$ cat src/rtl/adc_scan_pkg.sv
package adc_scan_pkg;
  typedef enum logic [1:0] {SEQ_IDLE, SEQ_REQ, SEQ_WAIT} seq_state_e;

  localparam int unsigned CTL_START = 0;
  localparam int unsigned CTL_SMODE = 1;
  localparam int unsigned CTL_SIE   = 2;
  localparam int unsigned CTL_SFLAG = 3;
  localparam int unsigned CTL_CMODE = 4;
  localparam int unsigned CTL_CIE   = 5;
  localparam int unsigned CTL_CFLAG = 6;
  localparam int unsigned CTL_BUSY  = 7;

  localparam int unsigned OFS_CTL  = 0;
  localparam int unsigned OFS_MASK = 4;
  localparam int unsigned OFS_LO   = 8;
  localparam int unsigned OFS_HI   = 12;
endpackage

$ cat src/rtl/adc_scan_regs.sv
module adc_scan_regs
  import adc_scan_pkg::*;
#(
  parameter int unsigned NUM_CHAN = 8,
  parameter int unsigned DATA_W   = 12,
  parameter int unsigned ADDR_W   = 4
) (
  input  logic                clk_i,
  input  logic                rst_ni,
  input  logic                we_i,
  input  logic [ADDR_W-1:0]   addr_i,
  input  logic [31:0]         wdata_i,
  output logic [31:0]         rdata_o,
  input  logic                busy_i,
  input  logic                scan_evt_i,
  input  logic                cmp_evt_i,
  output logic [NUM_CHAN-1:0] mask_o,
  output logic [DATA_W-1:0]   lo_o,
  output logic [DATA_W-1:0]   hi_o,
  output logic                smode_o,
  output logic                cmode_o,
  output logic                start_wr_o,
  output logic                stop_wr_o,
  output logic                scan_irq_o,
  output logic                cmp_irq_o
);
  logic sel_ctl, sel_mask, sel_lo, sel_hi, ctl_we;
  logic smode_q, sie_q, cmode_q, cie_q, scan_flag_q, cmp_flag_q;
  logic [NUM_CHAN-1:0] mask_q;
  logic [DATA_W-1:0]   lo_q, hi_q;
  logic [31:0]         ctl_rd;

  assign sel_ctl  = (addr_i == ADDR_W'(OFS_CTL));
  assign sel_mask = (addr_i == ADDR_W'(OFS_MASK));
  assign sel_lo   = (addr_i == ADDR_W'(OFS_LO));
  assign sel_hi   = (addr_i == ADDR_W'(OFS_HI));
  assign ctl_we   = we_i & sel_ctl;

  always_ff @(posedge clk_i or negedge rst_ni) begin
    if (!rst_ni) begin
      smode_q <= 1'b0;
      sie_q   <= 1'b0;
      cmode_q <= 1'b0;
      cie_q   <= 1'b0;
      mask_q  <= '0;
      lo_q    <= '0;
      hi_q    <= '0;
    end else begin
      if (ctl_we) begin
        smode_q <= wdata_i[CTL_SMODE];
        sie_q   <= wdata_i[CTL_SIE];
        cmode_q <= wdata_i[CTL_CMODE];
        cie_q   <= wdata_i[CTL_CIE];
      end
      if (we_i && sel_mask) mask_q <= wdata_i[NUM_CHAN-1:0];
      if (we_i && sel_lo)   lo_q   <= wdata_i[DATA_W-1:0];
      if (we_i && sel_hi)   hi_q   <= wdata_i[DATA_W-1:0];
    end
  end

  // new event outranks a same-cycle clear
  always_ff @(posedge clk_i or negedge rst_ni) begin
    if (!rst_ni) begin
      scan_flag_q <= 1'b0;
      cmp_flag_q  <= 1'b0;
    end else begin
      scan_flag_q <= scan_evt_i | (scan_flag_q & ~(ctl_we & wdata_i[CTL_SFLAG]));
      cmp_flag_q  <= cmp_evt_i  | (cmp_flag_q  & ~(ctl_we & wdata_i[CTL_CFLAG]));
    end
  end

  always_comb begin
    ctl_rd            = '0;
    ctl_rd[CTL_START] = busy_i;
    ctl_rd[CTL_SMODE] = smode_q;
    ctl_rd[CTL_SIE]   = sie_q;
    ctl_rd[CTL_SFLAG] = scan_flag_q;
    ctl_rd[CTL_CMODE] = cmode_q;
    ctl_rd[CTL_CIE]   = cie_q;
    ctl_rd[CTL_CFLAG] = cmp_flag_q;
    ctl_rd[CTL_BUSY]  = busy_i;
  end

  always_comb begin
    rdata_o = '0;
    if (sel_ctl)  rdata_o = ctl_rd;
    if (sel_mask) rdata_o = 32'(mask_q);
    if (sel_lo)   rdata_o = 32'(lo_q);
    if (sel_hi)   rdata_o = 32'(hi_q);
  end

  assign mask_o     = mask_q;
  assign lo_o       = lo_q;
  assign hi_o       = hi_q;
  assign smode_o    = smode_q;
  assign cmode_o    = cmode_q;
  assign start_wr_o = ctl_we & wdata_i[CTL_START];
  assign stop_wr_o  = ctl_we & ~wdata_i[CTL_START] & smode_q;
  assign scan_irq_o = scan_flag_q & sie_q;
  assign cmp_irq_o  = cmp_flag_q & cie_q;


  evt_wins_chk: assert property (@(posedge clk_i) disable iff (!rst_ni)
    scan_evt_i |=> scan_flag_q);

  flag_clear_chk: assert property (@(posedge clk_i) disable iff (!rst_ni)
    (ctl_we && wdata_i[CTL_CFLAG] && !cmp_evt_i) |=> !cmp_flag_q);

  flag_hold_chk: assert property (@(posedge clk_i) disable iff (!rst_ni)
    (cmp_flag_q && !(ctl_we && wdata_i[CTL_CFLAG])) |=> cmp_flag_q);
endmodule

$ cat src/rtl/adc_win_cmp.sv
module adc_win_cmp #(
  parameter int unsigned DATA_W = 12
) (
  input  logic              vld_i,
  input  logic              inside_mode_i,
  input  logic [DATA_W-1:0] data_i,
  input  logic [DATA_W-1:0] lo_i,
  input  logic [DATA_W-1:0] hi_i,
  output logic              evt_o
);
  logic in_win;
  assign in_win = (data_i >= lo_i) && (data_i <= hi_i);
  assign evt_o  = vld_i & (inside_mode_i ? in_win : ~in_win);
endmodule

$ cat src/rtl/adc_scan_seq.sv
module adc_scan_seq
  import adc_scan_pkg::*;
#(
  parameter int unsigned NUM_CHAN = 8,
  localparam int unsigned CH_W = (NUM_CHAN > 1) ? $clog2(NUM_CHAN) : 1
) (
  input  logic                clk_i,
  input  logic                rst_ni,
  input  logic                start_i,
  input  logic                stop_i,
  input  logic                smode_i,
  input  logic [NUM_CHAN-1:0] mask_i,
  input  logic                done_i,
  output logic                conv_req_o,
  output logic [CH_W-1:0]     conv_chan_o,
  output logic                busy_o,
  output logic                res_vld_o,
  output logic                scan_evt_o
);
  seq_state_e state_q, state_d;
  logic [CH_W-1:0] chan_q, chan_d, low_ch, nxt_ch;
  logic low_hit, nxt_hit, any_sel, accept;

  assign any_sel = |mask_i;

  always_comb begin
    low_hit = 1'b0;
    low_ch  = '0;
    for (int i = NUM_CHAN - 1; i >= 0; i--) begin
      if (mask_i[i]) begin
        low_hit = 1'b1;
        low_ch  = CH_W'(i);
      end
    end
  end

  always_comb begin
    nxt_hit = 1'b0;
    nxt_ch  = '0;
    for (int i = NUM_CHAN - 1; i >= 0; i--) begin
      if (mask_i[i] && (i > int'(chan_q))) begin
        nxt_hit = 1'b1;
        nxt_ch  = CH_W'(i);
      end
    end
  end

  assign accept = (state_q == SEQ_WAIT) && done_i && !stop_i;

  always_comb begin
    state_d    = state_q;
    chan_d     = chan_q;
    scan_evt_o = 1'b0;
    unique case (state_q)
      SEQ_IDLE: if (start_i && low_hit) begin
        state_d = SEQ_REQ;
        chan_d  = low_ch;
      end
      SEQ_REQ:  state_d = stop_i ? SEQ_IDLE : SEQ_WAIT;
      SEQ_WAIT: begin
        if (stop_i) begin
          state_d = SEQ_IDLE;
        end else if (done_i) begin
          if (nxt_hit) begin
            state_d = SEQ_REQ;
            chan_d  = nxt_ch;
          end else begin
            scan_evt_o = 1'b1;
            if (smode_i && any_sel) begin
              state_d = SEQ_REQ;
              chan_d  = low_ch;
            end else begin
              state_d = SEQ_IDLE;
            end
          end
        end
      end
      default:  state_d = SEQ_IDLE;
    endcase
  end

  always_ff @(posedge clk_i or negedge rst_ni) begin
    if (!rst_ni) begin
      state_q <= SEQ_IDLE;
      chan_q  <= '0;
    end else begin
      state_q <= state_d;
      chan_q  <= chan_d;
    end
  end

  assign conv_req_o  = (state_q == SEQ_REQ);
  assign conv_chan_o = chan_q;
  assign busy_o      = (state_q != SEQ_IDLE);
  assign res_vld_o   = accept;


  req_pulse_chk: assert property (@(posedge clk_i) disable iff (!rst_ni)
    conv_req_o |=> !conv_req_o);

  idle_hold_chk: assert property (@(posedge clk_i) disable iff (!rst_ni)
    (!busy_o && !start_i) |=> !busy_o);

  oneshot_end_chk: assert property (@(posedge clk_i) disable iff (!rst_ni)
    (accept && !nxt_hit && !smode_i) |=> !busy_o);

  stop_chk: assert property (@(posedge clk_i) disable iff (!rst_ni)
    (busy_o && stop_i) |=> !busy_o);
endmodule

$ cat src/rtl/adc_scan_ctl.sv
module adc_scan_ctl #(
  parameter int unsigned NUM_CHAN = 8,
  parameter int unsigned DATA_W   = 12,
  parameter int unsigned ADDR_W   = 4,
  localparam int unsigned CH_W = (NUM_CHAN > 1) ? $clog2(NUM_CHAN) : 1
) (
  input  logic              clk_i,
  input  logic              rst_ni,
  input  logic              reg_we_i,
  input  logic [ADDR_W-1:0] reg_addr_i,
  input  logic [31:0]       reg_wdata_i,
  output logic [31:0]       reg_rdata_o,
  output logic              conv_req_o,
  output logic [CH_W-1:0]   conv_chan_o,
  input  logic              conv_done_i,
  input  logic [DATA_W-1:0] conv_data_i,
  output logic              scan_irq_o,
  output logic              cmp_irq_o
);
  logic [NUM_CHAN-1:0] mask;
  logic [DATA_W-1:0]   lo, hi;
  logic smode, cmode, start_wr, stop_wr, busy, res_vld, scan_evt, cmp_evt;

  adc_scan_regs #(.NUM_CHAN(NUM_CHAN), .DATA_W(DATA_W), .ADDR_W(ADDR_W)) u_regs (
    .clk_i, .rst_ni,
    .we_i       (reg_we_i),
    .addr_i     (reg_addr_i),
    .wdata_i    (reg_wdata_i),
    .rdata_o    (reg_rdata_o),
    .busy_i     (busy),
    .scan_evt_i (scan_evt),
    .cmp_evt_i  (cmp_evt),
    .mask_o     (mask),
    .lo_o       (lo),
    .hi_o       (hi),
    .smode_o    (smode),
    .cmode_o    (cmode),
    .start_wr_o (start_wr),
    .stop_wr_o  (stop_wr),
    .scan_irq_o,
    .cmp_irq_o
  );

  adc_scan_seq #(.NUM_CHAN(NUM_CHAN)) u_seq (
    .clk_i, .rst_ni,
    .start_i    (start_wr),
    .stop_i     (stop_wr),
    .smode_i    (smode),
    .mask_i     (mask),
    .done_i     (conv_done_i),
    .conv_req_o,
    .conv_chan_o,
    .busy_o     (busy),
    .res_vld_o  (res_vld),
    .scan_evt_o (scan_evt)
  );

  adc_win_cmp #(.DATA_W(DATA_W)) u_cmp (
    .vld_i         (res_vld),
    .inside_mode_i (cmode),
    .data_i        (conv_data_i),
    .lo_i          (lo),
    .hi_i          (hi),
    .evt_o         (cmp_evt)
  );
endmodule

$ cat config.mk
export PLATFORM = sky130hd
export DESIGN_NAME = adc_scan_ctl
export DESIGN_NICKNAME = d
export VERILOG_FILES = /design/src/rtl/adc_scan_pkg.sv /design/src/rtl/adc_scan_regs.sv /design/src/rtl/adc_win_cmp.sv /design/src/rtl/adc_scan_seq.sv /design/src/rtl/adc_scan_ctl.sv
export SDC_FILE = /design/constraint.sdc
export NUM_CORES = 1
export LEC_CHECK = 0
export ABC_CLOCK_PERIOD_IN_PS = 6000
export BUFFER_PORTS_ARGS = -buffer_cell sky130_fd_sc_hd__buf_2
export CAP_MARGIN = 5
export CORE_MARGIN = 2
export CORE_UTILIZATION = 35
export DETAILED_ROUTE_END_ITERATION = 16
export SLEW_MARGIN = 15
export SYNTH_ARGS = -nofsm -noshare
export SYNTH_HDL_FRONTEND = slang
export SYNTH_SLANG_ARGS = --single-unit
$ cat constraint.sdc
create_clock -name clk_i -period 6 [get_ports clk_i]
set_clock_uncertainty 0.15 [all_clocks]
set_input_delay 0.6 -clock clk_i [delete_from_list [all_inputs] [get_ports clk_i]]
set_output_delay 0.6 -clock clk_i [all_outputs]
set_load 0.005 [all_outputs]
==> results, run 1 <==
- The run finished with clean final reports.
- The most common cell type on the critical path is sky130_fd_sc_hd__buf_2.
- In the routed design, unresolved DRC markers number 0.
- Routability-driven placement finished with a final weighted congestion of between 0.8 and 0.9.
- The critical path is of the in2out type.
- Summed over all cells, the static leakage comes to 1.68 nW.
- From synthesis to final layout, the design area changed by 11.2%.
- Global routing finished with a remaining overflow of 0.
- The number of antenna violations at the first check in global routing is 0.
- In this run, post-CTS repair resized a total of 0 instances.
- After clock tree synthesis, the setup repair step added 0 buffers.
- Headroom to the max-slew limit came out at a little over a third.
- Setup repair after global routing left no endpoint under its margin.
- The cell area after synthesis is 0.00311 sq mm.
- In this run the worst path has a maximum fanout of 8.
- TritonCTS built the clock tree.
- The mean cell area of the mapped netlist is slightly below 10 sq um.
- The data arrival time of the worst path is 2.05 ns.
- Across every metal layer, demand over resource in global routing totals approximately 15%.
- The detail route stage leaves a number of antenna-violating nets equal to 0.
- Across the run, the number of max-cap violations was 0.
- The number of flip-flops and latches in the synthesized netlist is 43.
- The clock passes through at most 2 buffers.
- The largest single stage delay on the critical path is roughly 0.42 ns.
- For this run, the number of Yosys warnings is 0.
- The number of global-route vias before repair is around 2,400.
- The total wire length is slightly above 7000 microns.
- The fraction of synthesis flops using an asynchronous set or reset pin is 100%.
- In the finished design, the share of the clock period the worst path needs comes to 46.6%.
- Leaving out fill and tap cells, the most frequent cell in the layout is sky130_fd_sc_hd__buf_2.
- The fraction of final layout cells with drive strength greater than 1 is 27.9%.
- The standard cell with the maximum stage delay on the critical path is sky130_fd_sc_hd__nor2_1.
- The number of sinks on the clock net is 43.
- Static timing analysis puts the maximum clock frequency at between 0.3 and 0.4 GHz.
- The die boundary width is 98.2 microns.
- Counting the buffers created by CTS gives 5.
- Hold timing on the final database bottoms out at a slack of around 0.29 ns.
- In the routed layout, each cell is associated on average with a via count of 5.06.
- The netlist uses 55 different library cells.
- At the pin with the least slew margin, the transition time is 0.951 ns.
- The power per cell area is between 300 and 400 mW/mm^2.
- The clock reaches the later pin of the worst-skew pair after 0.30 ns.
- The count of flip-flops with a built-in enable after synthesis is 0.
- The number of slew-limit violations in the final report is 0.
- The number of failing hold endpoints at the final stage is 0.
- The endpoint required time on the critical path is approximately 5.3 ns.
- From bottom edge to top edge, the die measures slightly below 100 microns.
- Across all layers, the routed design uses about 2,400 vias.
- After detailed routing, the average wire length per cell comes to about 15 microns.
- The clock slew at the register clock pins of the worst setup and hold paths is ~0.09 ns.
- For this run, the number of standard cells in the final layout without fillers is about 470.
- The quantity of hold-fixing buffers added after cts is 0.
- The filler cells instantiated in the layout total ~900.
- The count of endpoints failing setup in the final report is 0.
- STA classifies the critical path endpoint as an output pin.
- The initial detailed-routing violation count is approximately 140.
- In the final timing run, aggregate negative setup slack is 0 ns.
- The portion of the post-synthesis area used by sequential elements is about a third.
- The iteration count of the initial detailed-routing pass is 4.
- The routed design could run at a clock period as short as around 2.8 ns.
- The die covers ~0.0096 sq mm.
- The number of standard cells after synthesis is ~320.
- The startpoint kind of the worst setup timing path is a primary input.
- The dominant synthesized flop cell is sky130_fd_sc_hd__dfrtp_1.
- The count of buffers added on input and output ports is 49.
- In this run, placement finished with an instance count of 465.
- The top cell types in the final layout, fill and taps aside, are 49 x sky130_fd_sc_hd__buf_2, 43 x sky130_fd_sc_hd__dfrtp_1, 30 x sky130_fd_sc_hd__inv_1, 30 x sky130_fd_sc_hd__nand2_1, 26 x sky130_fd_sc_hd__mux2_2.
- The count of standard-cell rows is 34.
- The repair_antennas step left the layout with diodes totalling 0.
- Once the floorplan was initialized, standard cells occupied between 30% and 40% of the core.
- After floorplanning, the core was sized to cover just under 0.009 sq mm.
- IR analysis of the VDD net gives a maximum drop of ~0.00014 V.
- The largest net degree at the start of global routing is between 40 and 50.
- Traced cell by cell, the critical path runs through buf_2, nor2_1, and2_0, a21oi_1, o21ai_0, buf_2.
- The number of I/O pins is 90.
- In the final design database the tool counted 440 nets.
- The type of the worst min-delay path is in2async.
- The number of H-tree levels is 2.
- The clock root buffer master is sky130_fd_sc_hd__clkbuf_8.
- The HPWL after detailed placement is between 5000 and 6000 microns.
- The wire length of the first global-routing pass is 11,800 microns.
-- flip-flops by register name (all words and copies together) (netlist names) --
register	cells
u_regs.smode_o	1
u_seq.state_q	2
u_regs.lo_o	12
u_regs.hi_o	12
u_regs.sie_q	1
u_regs.cie_q	1
u_regs.mask_o	8
u_regs.scan_flag_q	1
u_regs.cmp_flag_q	1
u_seq.conv_chan_o	3
u_regs.cmode_o	1
-- final cells by class --
type,count,area (sq um),share of cell area (%)
Multi-Input combinational cell,235,1770,51.3
Sequential cell,43,1080,31.1
Timing Repair Buffer,49,245,7.10
Tap cell,108,135,3.91
Inverter,30,113,3.26
Clock buffer,5,68.8,1.99
Clock inverter,3,43.8,1.27
-- routing by layer --
layer	track usage [%]	routed length, microns
met1	21.6	3370
met2	24.5	3290
met3	2.51	327
met4	4.53	131
met5	0	0
-- path summary, 6_finish.rpt --
path / startpoint / endpoint / slack, ns / cells after the start
worst max-delay path: reg_addr_i[1] / reg_rdata_o[7] / 3.20 / 6
max in group asynchronous: rst_ni / u_regs.hi_o[9]$_DFFE_PN0P_ / 4.81 / 1
min in group clk_i: u_regs.sie_q$_DFFE_PN0P_ / u_regs.sie_q$_DFFE_PN0P_ / 0.36 / 2
worst min-delay path: rst_ni / u_regs.mask_o[1]$_DFFE_PN0P_ / 0.29 / 1
worst max register to register: u_regs.lo_o[0]$_DFFE_PN0P_ / u_regs.cmp_flag_q$_DFF_PN0_ / 3.57 / 7
worst min register to register: u_regs.sie_q$_DFFE_PN0P_ / u_regs.sie_q$_DFFE_PN0P_ / 0.36 / 2
-- power by group --
group          leakage (nW)  internal, W  switching (W)
Clock                0.0581     0.000124       0.000106
Combinational          1.09     0.000219       0.000206
Sequential            0.530     0.000365      0.0000926
Total                  1.68     0.000708       0.000405
-- metrics by stage --
step,power [W],worst slack (ns),utilization [%],instance area (sq um)
after floorplan,0.000778,3.66,-,3180
after global placement,0.000879,3.22,38.5,3340
after detailed placement,0.000887,3.21,38.5,3340
after CTS,0.00112,3.23,39.8,3450
after global routing,0.00121,3.09,39.8,3450
final,0.00111,3.20,39.8,3450
-- logic make-up after synthesis --
family	after synthesis	synth area share (%)
buffers and inverters	59	10.6
other	1	0.121
adder cells (fa/ha/maj)	24	9.67
flip-flops	43	34.6
multiplexers	39	16.4
AO/OA/AOI/OAI	69	14.6
AND/OR/NAND/NOR	83	14.1
-- synth_stat cells, types with 4 or more instances --
cell	count	area [sq um]
sky130_fd_sc_hd__mux2_2	26	293
sky130_fd_sc_hd__a21oi_1	19	95.1
sky130_fd_sc_hd__o21ai_0	18	90.1
sky130_fd_sc_hd__nand2_1	30	113
sky130_fd_sc_hd__and2_1	8	50.1
sky130_fd_sc_hd__mux2i_1	5	50.1
sky130_fd_sc_hd__mux4_2	6	135
sky130_fd_sc_hd__nor2_1	17	63.8
sky130_fd_sc_hd__nand4_1	5	31.3
sky130_fd_sc_hd__a31oi_1	4	25.0
sky130_fd_sc_hd__o21a_1	5	37.5
sky130_fd_sc_hd__buf_4	20	150
sky130_fd_sc_hd__ha_1	24	300
sky130_fd_sc_hd__nand2b_1	4	25.0
sky130_fd_sc_hd__buf_2	5	25.0
sky130_fd_sc_hd__inv_1	30	113
sky130_fd_sc_hd__dfrtp_1	43	1080
-- worst max-delay path, delay by kind of cell --
family / cells / cell delay (ns)
AOI/OAI and AO/OA: 2 / 0.35
buffers and inverters: 2 / 0.28
and+or+nand+nor: 2 / 0.81
Note: power is estimated with default switching activity, not from simulation.
==> run 2, diff against run 1 <==
ABC_CLOCK_PERIOD_IN_PS = 2280   (was 6000)
clock period = 2.28 ns   (was 6 ns; I/O delays follow)
==> run 2 against run 1 <==
Against the previous run:
- total power grew to 2.6 times the previous value
- combinational power grew to 2.9 times the previous value
- utilization is 1.0 points higher
- clock power is 110% higher
- via count is 3.5% higher
- final area is 2.6% higher
- critical path depth is 1 higher
- sequential power grew to 2.6 times the previous value
- critical path type is now reg2reg
==> results, run 2 (same netlist as run 1, synthesis figures left out) <==
- The flow ran to the end, and the final reports show no timing, DRC or antenna violations.
- In the final design database the tool counted between 400 and 500 nets.
- Routability-driven placement finished with a final weighted congestion of a little under 0.9.
- The count of fill cells added during filler insertion is 897.
- The worst-case setup slack after placement is ~0.051 ns.
- Derived from the worst setup path, the maximum achievable clock frequency is between 0.4 and 0.5 GHz.
- Power spread over the standard cell area amounts to approximately 800 mW/mm^2.
- TritonCTS built the clock tree.
- Setup slack on the worst reg-to-reg path comes out at approximately 0.14 ns.
- The routed design has roughly 7300 microns of wire.
- The clock passes through at most 2 buffers.
- The count of standard-cell rows is 34.
- The number of cells on the worst reg-to-reg path is 7.
- The internal power of the cells is approximately 0.0018 W.
- The area of the core is 0.00868 sq mm.
- The classification of the worst setup path is reg2reg.
- The largest net degree at the start of global routing is 44.
- The worst register-to-register path begins at u_regs.lo_o[0]$_DFFE_PN0P_.
- Setup repair after global routing left no endpoint under its margin.
- The post-route met1 wirelength is roughly 3400 microns.
- The transition at the pin with the smallest max-transition slack is approximately 0.56 ns.
- The library cell used most frequently in the layout, excluding fill and tap cells, is sky130_fd_sc_hd__buf_2.
- The number of nets with antenna violations after detailed routing is 0.
- Headroom to the max-slew limit came out at 63.0%.
- The wire length of the first global-routing pass is 12,100 microns.
- The remaining global-route overflow is 0.
- The number of buffers added by the clock tree synthesis step is 5.
- After clock tree synthesis, the clock-pin slew on the worst setup and hold paths is roughly 0.090 ns.
- The iteration count of the initial detailed-routing pass is 5.
- The first routing iteration left ~140 violations.
- The relative area change from synthesis to final layout is 14.1%.
- The clock root buffer master is sky130_fd_sc_hd__clkbuf_8.
- Using the TritonRoute via totals, the vias-per-cell ratio works out to 5.09.
- The average wire length per cell after detail routing is 15.0 microns.
- The share of total power dissipated in sequential elements is 40.8%.
- The number of vias in the routed layout is 2,478.
- The startpoint identified for the worst hold timing path is reg_wdata_i[2].
- The number of slew-limit violations in the final report is 0.
- The latest clock arrival within the worst-skew pair is approximately 0.30 ns.
- The area taken by multi-input logic gates is 0.00178 sq mm.
- The switching fraction of total power is between 30% and 40%.
- Following the worst setup path forward leads to its endpoint at u_regs.cmp_flag_q$_DFF_PN0_.
- After detailed routing, the met2 layer carries about 3400 microns of wire.
- The die boundary width is 98.2 microns.
- The count of maximum capacitance violations is 0.
- The number of antenna violations at the first check in global routing is 0.
- In the final layout, flip-flops and latches occupy roughly 0.0011 sq mm.
- The setup TNS is 0 ns.
- The die area is approximately 0.0096 sq mm.
- The number of antenna diodes in the final layout is 0.
- The critical path starts at u_regs.lo_o[0]$_DFFE_PN0P_.
- The number of global-route vias before repair is around 2,400.
- The clock drives 43 sinks.
- The top metal layer carrying routed signals is met4.
- The critical path endpoint category is a flop.
- Setup slack on the critical path of the routed design comes to approximately 0.14 ns.
- In the routed design, unresolved DRC markers number 0.
- Once the floorplan was initialized, standard cells occupied a little over a third of the core.
- The startpoint kind of the worst setup timing path is a flop.
- The library cells used most frequently in the layout, excluding fill and tap cells, are 49 x sky130_fd_sc_hd__buf_2, 43 x sky130_fd_sc_hd__dfrtp_1, 30 x sky130_fd_sc_hd__inv_1, 30 x sky130_fd_sc_hd__nand2_1, 26 x sky130_fd_sc_hd__mux2_2.
- The tightest min-delay check is of the in2reg type.
- Port buffering added 49 buffers.
- The capture point of the worst reg-to-reg path is u_regs.cmp_flag_q$_DFF_PN0_.
- Summed over all nets, wire length on met3 after detailed routing comes to about 400 microns.
- The data arrival time of the worst path is around 2.2 ns.
- The leakage dissipation is around 1.7 nW.
- In the final layout, the share of cells above drive strength 1 is 30.6%.
- VDD sags by at most roughly 0.00026 V.
- The largest fanout of any net on the critical path is 3.
- For the worst setup path, the data required time is 2.33 ns.
- The number of setup buffers added after CTS is 0.
- The total routing resource utilization after global routing is 15.7%.
- The switching power summed over all nets is ~0.0011 W.
- The HPWL after detailed placement is 5840 microns.
- The count of endpoints failing setup in the final report is 0.
- The number of H-tree levels is 2.
- The final critical delay including setup and external delays is about 2.1 ns.
- The number of I/O pins is 90.
- The portion of total power attributed to combinational logic is 42.1%.
- The number of failing hold endpoints at the final stage is 0.
- The die height is between 90 and 100 microns.
- In the finished design, the share of the clock period the worst path needs comes to ~94%.
- Per report_power, the clock group accounts for roughly 17% of the total.
run 2: cell types whose count changed in the layout (fill, tap and decap cells not counted), sizes merged:
| cell | change |
|---|---|
| clkinvlp | +2 |
| bufinv | -1 |
| clkinv | -1 |
| buf | +13 |
| dlygate4sd3 | +1 |
run 2: timing repair:
action / 4_1_cts / 5_1_grt
gates resized for setup: 0 / 2
setup endpoints to repair: 0 / 1
endpoints found under the hold margin: 43 / 0
hold buffers: 1 / 0
run 2: metal layers:
layer	vias up	global-route usage, %
li1	1198	-
met1	1182	22.0
met2	90	25.2
met3	8	2.65
met4	0	4.43
met5	-	0
run 2: layout make-up:
type                    count  area share, %
inverters                  30           3.18
clock buffers               5           1.94
multi-input cells         235           50.2
repair buffers             63           9.95
well taps                 108           3.81
clock inverters             3          0.565
flip-flops and latches     43           30.4
run 2: worst min-delay path by stage:
stage	endpoint	slack [ns]	depth (start not counted)
floorplan	u_regs.cie_q$_DFFE_PN0P_	-0.22	0
global placement	u_seq.state_q[1]$_DFFE_PN0P_	0.19	2
detailed placement	u_regs.mask_o[1]$_DFFE_PN0P_	0.20	2
CTS	u_regs.lo_o[11]$_DFFE_PN0P_	0.01	2
global route	u_regs.cie_q$_DFFE_PN0P_	0.02	3
finish	u_regs.sie_q$_DFFE_PN0P_	0.02	3
run 2: through the flow:
step	instances	hold WS [ns]	total power (W)	area [sq um]	util, %
2_1_floorplan	337	-0.218	0.00205	3180	-
3_3_place_gp	478	0.189	0.00237	3440	39.6
4_1_cts	487	0.0148	0.00290	3540	40.8
3_5_place_dp	478	0.197	0.00239	3440	39.6
5_1_grt	487	0.0194	0.00314	3540	40.8
6_report	487	0.0221	0.00289	3540	40.8
run 2: critical path, cell delays in order (launching register included):
cell and delay, ns:
sky130_fd_sc_hd__dfrtp_1 0.41, sky130_fd_sc_hd__ha_1 0.27, sky130_fd_sc_hd__nand2b_1 0.16, sky130_fd_sc_hd__a2111oi_2 0.41
sky130_fd_sc_hd__o31ai_1 0.12, sky130_fd_sc_hd__a21oi_1 0.22, sky130_fd_sc_hd__nor3_1 0.07, sky130_fd_sc_hd__o31ai_1 0.23
run 2: power groups by stage:
stage	registers [W]	logic [W]	clock network [W]
2_1_floorplan	0.00112	0.000929	0
3_3_place_gp	0.00119	0.00118	0
3_5_place_dp	0.00119	0.00120	0
4_1_cts	0.00118	0.00121	0.000514
5_1_grt	0.00122	0.00137	0.000547
6_report	0.00118	0.00122	0.000493
==> run 3, diff against run 2 <==
--- a/constraint.sdc
+++ b/constraint.sdc
@@ -4,2 +4,2 @@
 set_output_delay 0.228 -clock clk_i [all_outputs]
-set_load 0.005 [all_outputs]
+set_load 0.02 [all_outputs]
==> run 3 against run 2 <==
Against the previous run:
- worst hold slack improved by 0.0031 ns
- final area decreased by 0.14%
- sequential cell count unchanged
- largest power group unchanged
- final cell count decreased by 0.41%
- critical path depth unchanged
- sequential power about the same
- combinational power increased by 7%
- largest cell class unchanged
==> results, run 3 (same netlist as run 1, synthesis figures left out) <==
- The run finished with clean final reports.
- The cell that appears most often on the critical path is sky130_fd_sc_hd__o31ai_1.
- The number of global-route vias before repair is approximately 2,400.
- The worst pin sits at a relative slew slack of 62.2%.
- The latest clock arrival within the worst-skew pair is ~0.29 ns.
- The number of antenna violations at the first check in global routing is 0.
- The number of sinks on the clock net is 43.
- The startpoint kind of the worst setup timing path is a flop.
- Entering global routing, the biggest net connects 44 pins.
- Measured along the x axis, the die boundary spans 98.2 microns.
- The number of H-tree levels is 2.
- Of all nets on the critical path, the largest fanout is 3.
- Walking the worst path, the cells encountered are ha_1, nand2b_1, a2111oi_2, o31ai_1, a21oi_1, nor3_1, o31ai_1.
- The die area is about 0.0096 sq mm.
- The power per cell area is 841 mW/mm^2.
- In the finished design, the share of the clock period the worst path needs comes to a little over nine tenths.
- From synthesis to final layout, the design area changed by 14.0%.
- The standard cell with the maximum stage delay on the critical path is sky130_fd_sc_hd__dfrtp_1.
- The count of buffers inserted at the top-level ports is 49.
- The total wire length is approximately 7300 microns.
- The worst hold path belongs to the class in2reg.
- The leakage dissipation is ~1.7 nW.
- At the worst endpoint, the required time is roughly 2.3 ns.
- Setup repair after global routing left no endpoint under its margin.
- Clock-pin slew was measured on the worst setup and hold paths at ~0.080 ns.
- The wire length of the first global-routing pass is 11,900 microns.
- The critical path endpoint category is a flop.
- Dividing the detail-routed wire length by the instance count gives about 15 microns.
- STA puts the critical path data arrival time at between 2 and 2.5 ns.
- The count of standard-cell rows is 34.
- The iteration count of the initial detailed-routing pass is 4.
- The number of buffers added by the clock tree synthesis step is 5.
- Total power for the finished layout comes to 0.00298 W.
- CTS placed an instance of sky130_fd_sc_hd__clkbuf_8 at the clock tree root.
- The area of the core is around 0.0087 sq mm.
- Global routing finished with a remaining overflow of 0.
- The number of nets with antenna violations after detailed routing is 0.
- The longest clock path from root to sink contains 2 buffers.
- The placed instances occupy a cell area of 0.00343 sq mm.
- Setup violations remaining at the end of the flow were counted as 0.
- The congestion estimate from routability-driven global placement came to ~0.83.
- The setup TNS is 0 ns.
- Using the TritonRoute via totals, the vias-per-cell ratio works out to between 5 and 6.
- The routed layout has roughly 2,500 vias.
- The number of slew-limit violations in the final report came to 0.
- For this run, design rule violations remaining after detail routing come to 0.
- 0 antenna diodes ended up in the layout.
- The library cells used most frequently in the layout, excluding fill and tap cells, are 49 x sky130_fd_sc_hd__buf_2, 43 x sky130_fd_sc_hd__dfrtp_1, 30 x sky130_fd_sc_hd__inv_1, 30 x sky130_fd_sc_hd__nand2_1, 26 x sky130_fd_sc_hd__mux2_2.
- The maximum ir drop on the vdd rail is 0.000265 V.
- The worst hold slack across all endpoints is between 0.02 and 0.03 ns.
- The fraction of final layout cells with drive strength greater than 1 is 30.5%.
- The number of failing hold endpoints at the final stage was 0.
- TritonCTS built the clock tree.
- The detailed router finished its first iteration with approximately 110 violations.
- On the worst path, the slowest cell contributes a delay of ~0.4 ns.
- For this run, the top clock speed supported by timing is around 0.46 GHz.
- The leading cell type in the layout, fill and taps excluded is sky130_fd_sc_hd__buf_2.
- Once detailed placement completed, the half-perimeter wirelength came to a little under 6000 microns.
- The total routing resource utilization after global routing is between 10% and 20%.
- The smallest clock period supported by the final layout is computed as about 2.2 ns.
- The final-stage net count is between 400 and 500.
- The die height is 98.2 microns.
- The initial standard-cell utilization of the core is between 30% and 40%.
- The count of maximum capacitance violations is 0.
- The classification of the worst setup path is reg2reg.
- During I/O placement, the number of pins put on the boundary was 90.
- Once layout is done, the placed cells without fillers occupy roughly 0.0035 sq mm.
- The transition at the pin with the smallest max-transition slack is roughly 0.57 ns.
run 3: changes by cell type in the layout (fill, tap and decap cells not counted), sizes merged:
cell,previous run,this run
buf,62,61
clkinvlp,2,0
clkbuf,5,6
run 3: repair_timing:
| action | CTS | global route |
|---|---|---|
| endpoints found under the hold margin | 43 | 0 |
| pin swaps | 0 | 0 |
| buffers inserted | 0 | 0 |
| gates cloned | 0 | 0 |
| hold buffers | 1 | 0 |
| endpoints found under the setup margin | 1 | 1 |
| resized for setup | 1 | 2 |
run 3: routing by layer:
layer  wire, microns  vias up  track usage [%]
li1                -     1195                -
met1            3460     1191             22.6
met2            3270       75             22.9
met3             397       15             2.36
met4             198        0             6.43
met5               0        -                0
run 3: final timing paths:
check | slack [ns] | endpoint | from | cells after the start
min in group asynchronous | 0.40 | u_seq.state_q[1]$_DFFE_PN0P_ | rst_ni | 3
min reg2reg | 0.35 | u_regs.sie_q$_DFFE_PN0P_ | u_regs.sie_q$_DFFE_PN0P_ | 2
max | 0.12 | u_regs.cmp_flag_q$_DFF_PN0_ | u_regs.lo_o[0]$_DFFE_PN0P_ | 7
max in group asynchronous | 1.20 | u_regs.lo_o[8]$_DFFE_PN0P_ | rst_ni | 3
max reg2reg | 0.12 | u_regs.cmp_flag_q$_DFF_PN0_ | u_regs.lo_o[0]$_DFFE_PN0P_ | 7
min | 0.03 | u_regs.lo_o[11]$_DFFE_PN0P_ | reg_wdata_i[11] | 2
run 3: worst max-delay path: cells and delay by family (launching register included):
kind,cells,cell delay [ns]
compound gates,4,1.00
fa+ha+maj,1,0.27
flops,1,0.40
simple gates,2,0.23
run 3: final cells by class:
type	count	area (sq um)
clock buffers	6	82.6
clock inverters	1	5.00
fillers	887	5140
inverters	30	113
multi-input cells	235	1780
flip-flops and latches	43	1080
well taps	108	135
repair buffers	62	345
run 3: where the power goes:
part | leakage, nW | internal [W] | switching [W]
registers | 0.530 | 0.000962 | 0.000223
logic | 1.16 | 0.000621 | 0.000675
clock network | 0.0470 | 0.000238 | 0.000259
run 3: stage by stage:
step / cells / setup WS [ns] / utilization [%]
3_5_place_dp: 477 / 0.0285 / 39.5
5_1_grt: 485 / 0.00681 / 40.8
3_3_place_gp: 477 / 0.0920 / 39.5
4_1_cts: 485 / 0.0232 / 40.7
2_1_floorplan: 337 / 0.267 / -
6_report: 485 / 0.120 / 40.8
